**src/rtl/peer_setup_pkg.sv**
```systemverilog
package peer_setup_pkg;
  localparam int MSG_W  = 64;
  localparam int PEER_W = 16;

  typedef enum logic [2:0] {
    ST_VER,
    ST_ID,
    ST_RUN,
    ST_DONE,
    ST_FAIL
  } setupState_t;

  // strobes from control to the datapath table
  typedef struct packed {
    logic              incCnt;
    logic              clrCnt;
    logic [PEER_W-1:0] peer;
  } tblCmd_t;
endpackage

```
**src/rtl/peer_setup_dp.sv**
```systemverilog
module peer_setup_dp
  import peer_setup_pkg::*;
#(
  parameter int MAX_PEERS = 32,
  parameter int NUM_VECS  = 4,
  localparam int CW = $clog2(NUM_VECS + 1)
) (
  input  logic             clk,
  input  logic             rstN,
  input  logic             byteValid,
  input  logic [7:0]       byteData,
  input  logic             handleIn,
  input  tblCmd_t          cmd,
  output logic             msgValid,
  output logic [MSG_W-1:0] msgWord,
  output logic             msgHandle,
  output logic [CW-1:0]    selCount
);
  localparam int LANES = MSG_W / 8;
  localparam int LW    = $clog2(LANES);
  localparam int IW    = (MAX_PEERS > 1) ? $clog2(MAX_PEERS) : 1;

  logic [LW-1:0] laneSel;
  logic          lastLane;

  assign lastLane = (laneSel == LW'(LANES - 1));

  // byte position counter; wraps after the last lane
  always_ff @(posedge clk) begin
    if (!rstN) begin
      laneSel   <= '0;
      msgValid  <= 1'b0;
      msgHandle <= 1'b0;
    end else begin
      msgValid <= byteValid && lastLane;
      if (byteValid) begin
        laneSel <= laneSel + 1'b1;
        if (lastLane) msgHandle <= handleIn;
      end
    end
  end

  // one register per byte lane, little-endian placement
  for (genvar lane = 0; lane < LANES; lane++) begin : gLane
    logic [7:0] laneReg;
    always_ff @(posedge clk) begin
      if (!rstN) laneReg <= '0;
      else if (byteValid && laneSel == LW'(lane)) laneReg <= byteData;
    end
    assign msgWord[lane*8 +: 8] = laneReg;
  end

  // per-peer vector counters
  logic [CW-1:0] cntArr [MAX_PEERS];

  for (genvar p = 0; p < MAX_PEERS; p++) begin : gPeer
    logic [CW-1:0] cnt;
    logic          hit;
    assign hit = (cmd.peer == PEER_W'(p));
    always_ff @(posedge clk) begin
      if (!rstN) cnt <= '0;
      else if (cmd.clrCnt && hit) cnt <= '0;
      else if (cmd.incCnt && hit) cnt <= cnt + 1'b1;
    end
    assign cntArr[p] = cnt;
  end

  // count of the peer named by the message now on msgWord
  always_comb begin
    selCount = '0;
    for (int p = 0; p < MAX_PEERS; p++) begin
      if (msgWord[IW-1:0] == IW'(p)) selCount = cntArr[p];
    end
  end
endmodule

```
**src/rtl/peer_setup_ctl.sv**
```systemverilog
module peer_setup_ctl
  import peer_setup_pkg::*;
#(
  parameter int              MAX_PEERS = 32,
  parameter int              NUM_VECS  = 4,
  parameter logic [MSG_W-1:0] PROTO_VER = 64'd0,
  localparam int CW = $clog2(NUM_VECS + 1),
  localparam int VW = (NUM_VECS > 1) ? $clog2(NUM_VECS) : 1
) (
  input  logic              clk,
  input  logic              rstN,
  input  logic              msgValid,
  input  logic [MSG_W-1:0]  msgWord,
  input  logic              msgHandle,
  input  logic [CW-1:0]     selCount,
  output tblCmd_t           cmd,
  output logic [PEER_W-1:0] ownId,
  output logic              setupDone,
  output logic              errFlag,
  output logic              tblUpd,
  output logic [PEER_W-1:0] tblPeer,
  output logic [VW-1:0]     tblVec,
  output logic              localRdy,
  output logic [VW-1:0]     localVec
);
  setupState_t       state, stateNxt;
  logic              isShm, upperZero, inTable, isFull, isOwn;
  logic              doConn, doDisc, msgErr, idOk;
  logic [PEER_W-1:0] peerNum;

  always_comb begin
    isShm     = &msgWord;
    upperZero = (msgWord[MSG_W-1:PEER_W] == '0);
    peerNum   = msgWord[PEER_W-1:0];
    inTable   = (int'(peerNum) < MAX_PEERS);
    isFull    = (selCount == CW'(NUM_VECS));
    isOwn     = (peerNum == ownId);
    stateNxt  = state;
    msgErr    = 1'b0;
    doConn    = 1'b0;
    doDisc    = 1'b0;
    idOk      = 1'b0;
    if (msgValid) begin
      case (state)
        ST_VER: begin
          if (msgWord != PROTO_VER || msgHandle) begin
            msgErr   = 1'b1;
            stateNxt = ST_FAIL;
          end else begin
            stateNxt = ST_ID;
          end
        end
        ST_ID: begin
          if (msgHandle || !upperZero) begin
            msgErr   = 1'b1;
            stateNxt = ST_FAIL;
          end else begin
            idOk     = 1'b1;
            stateNxt = ST_RUN;
          end
        end
        ST_RUN, ST_DONE: begin
          if (isShm) begin
            if (state == ST_RUN) stateNxt = ST_DONE;
            else msgErr = 1'b1;
          end else if (!upperZero || !inTable) begin
            msgErr = 1'b1;
          end else if (msgHandle) begin
            if (isFull) msgErr = 1'b1;
            else doConn = 1'b1;
          end else if (isOwn) begin
            msgErr = 1'b1;
          end else begin
            doDisc = 1'b1;
          end
          if (msgErr && state == ST_RUN) stateNxt = ST_FAIL;
        end
        default: ;
      endcase
    end
    cmd.incCnt = doConn;
    cmd.clrCnt = doDisc;
    cmd.peer   = peerNum;
  end

  always_ff @(posedge clk) begin
    if (!rstN) begin
      state     <= ST_VER;
      ownId     <= '0;
      setupDone <= 1'b0;
      errFlag   <= 1'b0;
      tblUpd    <= 1'b0;
      tblPeer   <= '0;
      tblVec    <= '0;
      localRdy  <= 1'b0;
      localVec  <= '0;
    end else begin
      state     <= stateNxt;
      setupDone <= (stateNxt == ST_DONE);
      errFlag   <= errFlag | msgErr;
      tblUpd    <= doConn;
      localRdy  <= doConn && isOwn;
      if (idOk) ownId <= peerNum;
      if (doConn) begin
        tblPeer <= peerNum;
        tblVec  <= selCount[VW-1:0];
        if (isOwn) localVec <= selCount[VW-1:0];
      end
    end
  end
endmodule

```
**src/rtl/peer_setup_parser.sv**
```systemverilog
module peer_setup_parser
  import peer_setup_pkg::*;
#(
  parameter int              MAX_PEERS = 32,
  parameter int              NUM_VECS  = 4,
  parameter logic [MSG_W-1:0] PROTO_VER = 64'd0,
  localparam int CW = $clog2(NUM_VECS + 1),
  localparam int VW = (NUM_VECS > 1) ? $clog2(NUM_VECS) : 1
) (
  input  logic              clk,
  input  logic              rstN,
  input  logic              byteValid,
  input  logic [7:0]        byteData,
  input  logic              handleIn,
  output logic [PEER_W-1:0] ownId,
  output logic              setupDone,
  output logic              errFlag,
  output logic              tblUpd,
  output logic [PEER_W-1:0] tblPeer,
  output logic [VW-1:0]     tblVec,
  output logic              localRdy,
  output logic [VW-1:0]     localVec
);
  tblCmd_t          cmd;
  logic             msgValid;
  logic [MSG_W-1:0] msgWord;
  logic             msgHandle;
  logic [CW-1:0]    selCount;

  peer_setup_dp #(
    .MAX_PEERS(MAX_PEERS),
    .NUM_VECS (NUM_VECS)
  ) uDp (
    .clk      (clk),
    .rstN     (rstN),
    .byteValid(byteValid),
    .byteData (byteData),
    .handleIn (handleIn),
    .cmd      (cmd),
    .msgValid (msgValid),
    .msgWord  (msgWord),
    .msgHandle(msgHandle),
    .selCount (selCount)
  );

  peer_setup_ctl #(
    .MAX_PEERS(MAX_PEERS),
    .NUM_VECS (NUM_VECS),
    .PROTO_VER(PROTO_VER)
  ) uCtl (
    .clk      (clk),
    .rstN     (rstN),
    .msgValid (msgValid),
    .msgWord  (msgWord),
    .msgHandle(msgHandle),
    .selCount (selCount),
    .cmd      (cmd),
    .ownId    (ownId),
    .setupDone(setupDone),
    .errFlag  (errFlag),
    .tblUpd   (tblUpd),
    .tblPeer  (tblPeer),
    .tblVec   (tblVec),
    .localRdy (localRdy),
    .localVec (localVec)
  );
endmodule

```
**config.mk**
```make
export PLATFORM = sky130hd
export DESIGN_NAME = peer_setup_parser
export DESIGN_NICKNAME = d
export VERILOG_FILES = /design/src/rtl/peer_setup_pkg.sv /design/src/rtl/peer_setup_dp.sv /design/src/rtl/peer_setup_ctl.sv /design/src/rtl/peer_setup_parser.sv
export SDC_FILE = /design/constraint.sdc
export NUM_CORES = 1
export LEC_CHECK = 0
export ABC_AREA = 0
export BUFFER_PORTS_ARGS = -buffer_cell sky130_fd_sc_hd__buf_2
export CORE_MARGIN = 2
export CORE_UTILIZATION = 50
export CTS_CLUSTER_SIZE = 24
export DETAILED_ROUTE_END_ITERATION = 8
export HOLD_SLACK_MARGIN = 0.1
export PLACE_DENSITY_LB_ADDON = 0.1
export SETUP_SLACK_MARGIN = 0.3
export SYNTH_ARGS = -nofsm -noshare
export SYNTH_HDL_FRONTEND = slang
export SYNTH_SLANG_ARGS = --single-unit
```
**constraint.sdc**
```tcl
create_clock -name clk -period 8.3 [get_ports clk]
set_input_delay 0 -clock clk [delete_from_list [all_inputs] [get_ports clk]]
set_output_delay 0 -clock clk [all_outputs]
set_load 0.01 [all_outputs]
```
==> impl_summary.md <==
STA
The actual transition at the worst max-transition pin is 1130 ps. In this run the tightest slew margin relative to its limit is 24.7%. The final-layout setup total negative slack is 0 ps.

The final-report max-slew violation count is 0. The post-route clock skew is 19.9 ps. The final critical path takes up 55.2% of the cycle. Setup slack closes at 3720 ps.

The worst hold slack is 322 ps. For this run, the top clock speed supported by timing is 218 MHz. Setup repair after global routing left no endpoint under its margin. The shortest period the worst path allows is 4580 ps. The number of hold violations in the final report is 0. The number of endpoints failing setup at the final stage is 0.

Place
The sum of net half-perimeters after detailed placement is 22900 um. Prior to clock tree synthesis, the placed netlist has a worst setup slack of 3810 ps. The number of I/O port buffers is 51. The global placer's final weighted congestion is 0.940.

Floorplan
The standard cell core area is 0.0226 mm^2. The full die area is 0.0243 mm^2. For this configuration, the core starts out at a cell density of 50.9%. 52 I/O pins were placed. The height of the chip is 156 um.

Row generation in the floorplan step produced 55 rows. The horizontal die dimension is 156 um.

Power
The combinational group share of total power is 9.4%. The sequential share of power is 40.4%. The analysis attributes to cell leakage a power of 0.00489 uW. For this design the ratio of total power to cell area is 198 mW/mm^2. Summed over all nets, the switching power comes to 634 uW. The switching part of the total power is 25.0%. The internal portion of the total power is 1900 uW. Across the VDD grid, the largest voltage drop is 0.172 mV.

The share of total power in the clock network is 50.2%.

Synthesis
Of the synthesized area, sequential elements account for 36.1%. Synthesis produced 1440 cells. Sorting the synthesized cells by area gives the leading types as sky130_fd_sc_hd__dfxtp_1 (36%), sky130_fd_sc_hd__nand2_1 (9.9%), sky130_fd_sc_hd__a21oi_1 (4.8%). Of all flip-flops after synthesis, the portion carrying an async set or reset was 0%.

The net count of the mapped netlist is 1490. In this run, distinct cell masters in the synthesized netlist total 76. The number of warning messages in the yosys log is 0. Summed over its instances, the top area cell type makes up 36.1% of the synthesized netlist area. The synthesized netlist occupies a cell area of 0.0115 mm^2. In this run, synthesis produced a sequential element count of 208.

The mean instance size in the synthesized netlist is 8.00 um^2. Yosys mapped a number of flops with a built-in enable equal to 0. The prevailing post-synth register cell is sky130_fd_sc_hd__dfxtp_1. The cell type contributing the most total cell area after synthesis is sky130_fd_sc_hd__dfxtp_1.

Clock tree
Gates resized during post-CTS repair numbered 0. Clock latency on the worst-skew pair, taken at its later pin, is 530 ps. Counting every sink on the clock net gives 208.

In this run the clock root is driven by a sky130_fd_sc_hd__clkbuf_16. The number of H-tree levels is 1. The clock transition at the registers of the reported paths is 60 ps. The clock passes through at most 3 buffers.

Buffers inserted during clock tree synthesis total 25. TritonCTS built the clock tree. After clock tree synthesis, the setup repair step added 0 buffers.

Outcome
The run finished with clean final reports.

Cells and area
The number of diodes added for antenna fixing is 0. The share of post-route cells with drive strength above 1 is 12.1%. The final layout net count is 1482. The layout overhead on the synthesized area is 11.0%.

Route
For this run, design rule violations remaining after detail routing come to 0. Before antenna repair, the detailed router went through 5 iterations. Dividing the detail-routed wire length by the instance count gives 20.4 um. The first routing iteration left 872 violations. The count of nets left with antenna violations once routing finished came out at 0. The final layout contains routed wiring with a total length of 35400 um.

Summing over every cut layer, the via total after detailed routing is 10.8k. The post-detailed-route via-to-cell ratio is 6.25.

Setup path
The worst register-to-register path has a setup slack of 3720 ps. Of all nets on the critical path, the largest fanout is 65. The reg-to-reg endpoint is uDp.gPeer[10].cnt[2].

For the worst setup path, the data required time is 8710 ps. The data arrival time of the critical path is 4990 ps. The depth of the worst register-to-register path is 9. The kind of capture point of the worst setup path is a flip-flop.

The type of the worst setup path is reg2reg. The worst setup path is launched from a flip-flop. The source of the worst register-to-register timing path is uDp.gLane[0].laneReg[1].

Worst hold path
Counting instances, the worst hold path has a depth of 4. In this run the most critical hold path is launched from handleIn. The hold path endpoint is uDp.msgHandle.

The min-delay analysis places its worst path in the category in2reg.

GRT
For this run the aggregate overflow at the end of global routing stands at 0. The initial antenna violation count is 0. Global routing consumed, over all layers together, 29.0% of the routing resources.

The number of global-route vias before repair is 10.3k. The global-route wire length before repair is 56900 um. The pin count of the biggest net entering global routing is 81.

Run
The count of max-cap constraint violations is 0.
==> synth_stat cells (9+ instances only) <==
cell,instances
sky130_fd_sc_hd__nor2_1,88
sky130_fd_sc_hd__a211oi_1,28
sky130_fd_sc_hd__mux2i_1,53
sky130_fd_sc_hd__nand4_1,22
sky130_fd_sc_hd__o21a_1,31
sky130_fd_sc_hd__mux2_2,9
sky130_fd_sc_hd__nor2b_1,11
sky130_fd_sc_hd__buf_4,9
sky130_fd_sc_hd__clkbuf_1,72
sky130_fd_sc_hd__nand2_1,304
sky130_fd_sc_hd__nand3_1,54
sky130_fd_sc_hd__ha_1,38
sky130_fd_sc_hd__and3_1,13
sky130_fd_sc_hd__xor2_1,16
sky130_fd_sc_hd__buf_2,18
sky130_fd_sc_hd__o22ai_1,37
sky130_fd_sc_hd__dfxtp_1,208
sky130_fd_sc_hd__o21ai_1,9
sky130_fd_sc_hd__a21oi_1,110
sky130_fd_sc_hd__nor4_1,49
sky130_fd_sc_hd__o21ai_0,46
sky130_fd_sc_hd__inv_1,20
sky130_fd_sc_hd__o31ai_2,34
sky130_fd_sc_hd__buf_6,10
sky130_fd_sc_hd__o31ai_1,31
==> critical path, cell delays in order (launching register included) <==
cell                        delay (ps)
sky130_fd_sc_hd__dfxtp_2           540
sky130_fd_sc_hd__buf_4             580
sky130_fd_sc_hd__nand2b_1          610
sky130_fd_sc_hd__o221ai_1          180
sky130_fd_sc_hd__a211o_1           310
sky130_fd_sc_hd__nor4b_1           150
sky130_fd_sc_hd__o2bb2ai_1         190
sky130_fd_sc_hd__o2111ai_2         510
sky130_fd_sc_hd__nand3_4           820
sky130_fd_sc_hd__o31ai_1           520
==> layout make-up <==
cell class	count	area, um^2
fill	2112	9850
multi-input combinational	1096	6730
sequential	208	4170
clock buffer	34	729
timing repair buffer	80	503
tap	285	357
clock inverter	11	230
inverter	21	78.8
==> placed cells by master, fill, tap and decap left out, drive strengths merged, types with 6 or more instances in the layout <==
cell type and instances:
buf 69, nand4 22, and3 13, nand2 304, xor2 16, a221oi 6
a211oi 28, bufinv 7, o31ai 65, ha 38, clkbuf 34, nor2b 11
dlygate4sd3 11, dfxtp 208, mux2i 53, inv 20, o22ai 37, o21a 31
nand3 55, nor2 89, nand2b 8, o21ai 55, mux2 12, nor3 7
nor4 50, a21oi 110, nand3b 6
==> registers in the layout (all words and copies together), names as in the netlist, 2 cells and up <==
register	count
uCtl.localVec	2
uCtl.ownId	16
uCtl.state	3
uCtl.tblPeer	16
uCtl.tblVec	2
uDp.gLane.laneReg	64
uDp.gPeer.cnt	96
uDp.laneSel	3
==> per-stage QoR <==
stage	instance area (um^2)	utilization (%)	total power [uW]	std cells
5_1_grt	12800	56.5	2610	1735
3_3_place_gp	11700	51.8	1270	1679
4_1_cts	12800	56.5	2540	1735
6_report	12800	56.5	2530	1735
3_5_place_dp	11700	51.8	1270	1679
2_1_floorplan	11500	-	1220	1440
==> cells by family (layout without fill, tap and decap cells) <==
logic type      after synthesis  after routing  synth area share [%]
simple gates                598            598                  24.1
compound gates              376            376                  22.6
xor+xnor                     17             17                  1.29
mux                          67             67                  6.17
buf+inv                     136            146                  5.58
flops                       208            208                  36.1
fa+ha+maj                    38             38                  4.13
==> power groups by stage <==
stage               Sequential [uW]  Clock (uW)  Combinational, uW
floorplan                      1040           0                182
global placement               1040           0                229
detailed placement             1040           0                229
CTS                            1020        1290                234
global route                   1020        1330                254
finish                         1020        1270                238
==> metal layers <==
metal	GRT usage, %	up-vias	share of wire [%]
met4	10.1	0	3.1
met1	40.0	5176	45
met3	3.67	89	6.1
met5	0	-	0
li1	-	5197	-
met2	47.0	379	46
==> worst max-delay path by stage <==
stage,from,end,slack (ps),cells after the start
floorplan,uDp.gLane[0].laneReg[1],uDp.gPeer[17].cnt[1],5650,12
global placement,uDp.gLane[0].laneReg[0],uDp.gPeer[8].cnt[2],3930,9
detailed placement,uDp.gLane[0].laneReg[1],uDp.gPeer[12].cnt[2],3810,9
CTS,uDp.gLane[0].laneReg[1],uDp.gPeer[10].cnt[2],3800,9
global route,uDp.gLane[0].laneReg[1],uDp.gPeer[10].cnt[2],3470,9
finish,uDp.gLane[0].laneReg[1],uDp.gPeer[10].cnt[2],3720,9
==> timing repair <==
item	in CTS	in global routing
endpoints found under the setup margin	0	0
endpoints found under the hold margin	107	0
hold buffers	11	0
Note: power is estimated with default switching activity, not from simulation.
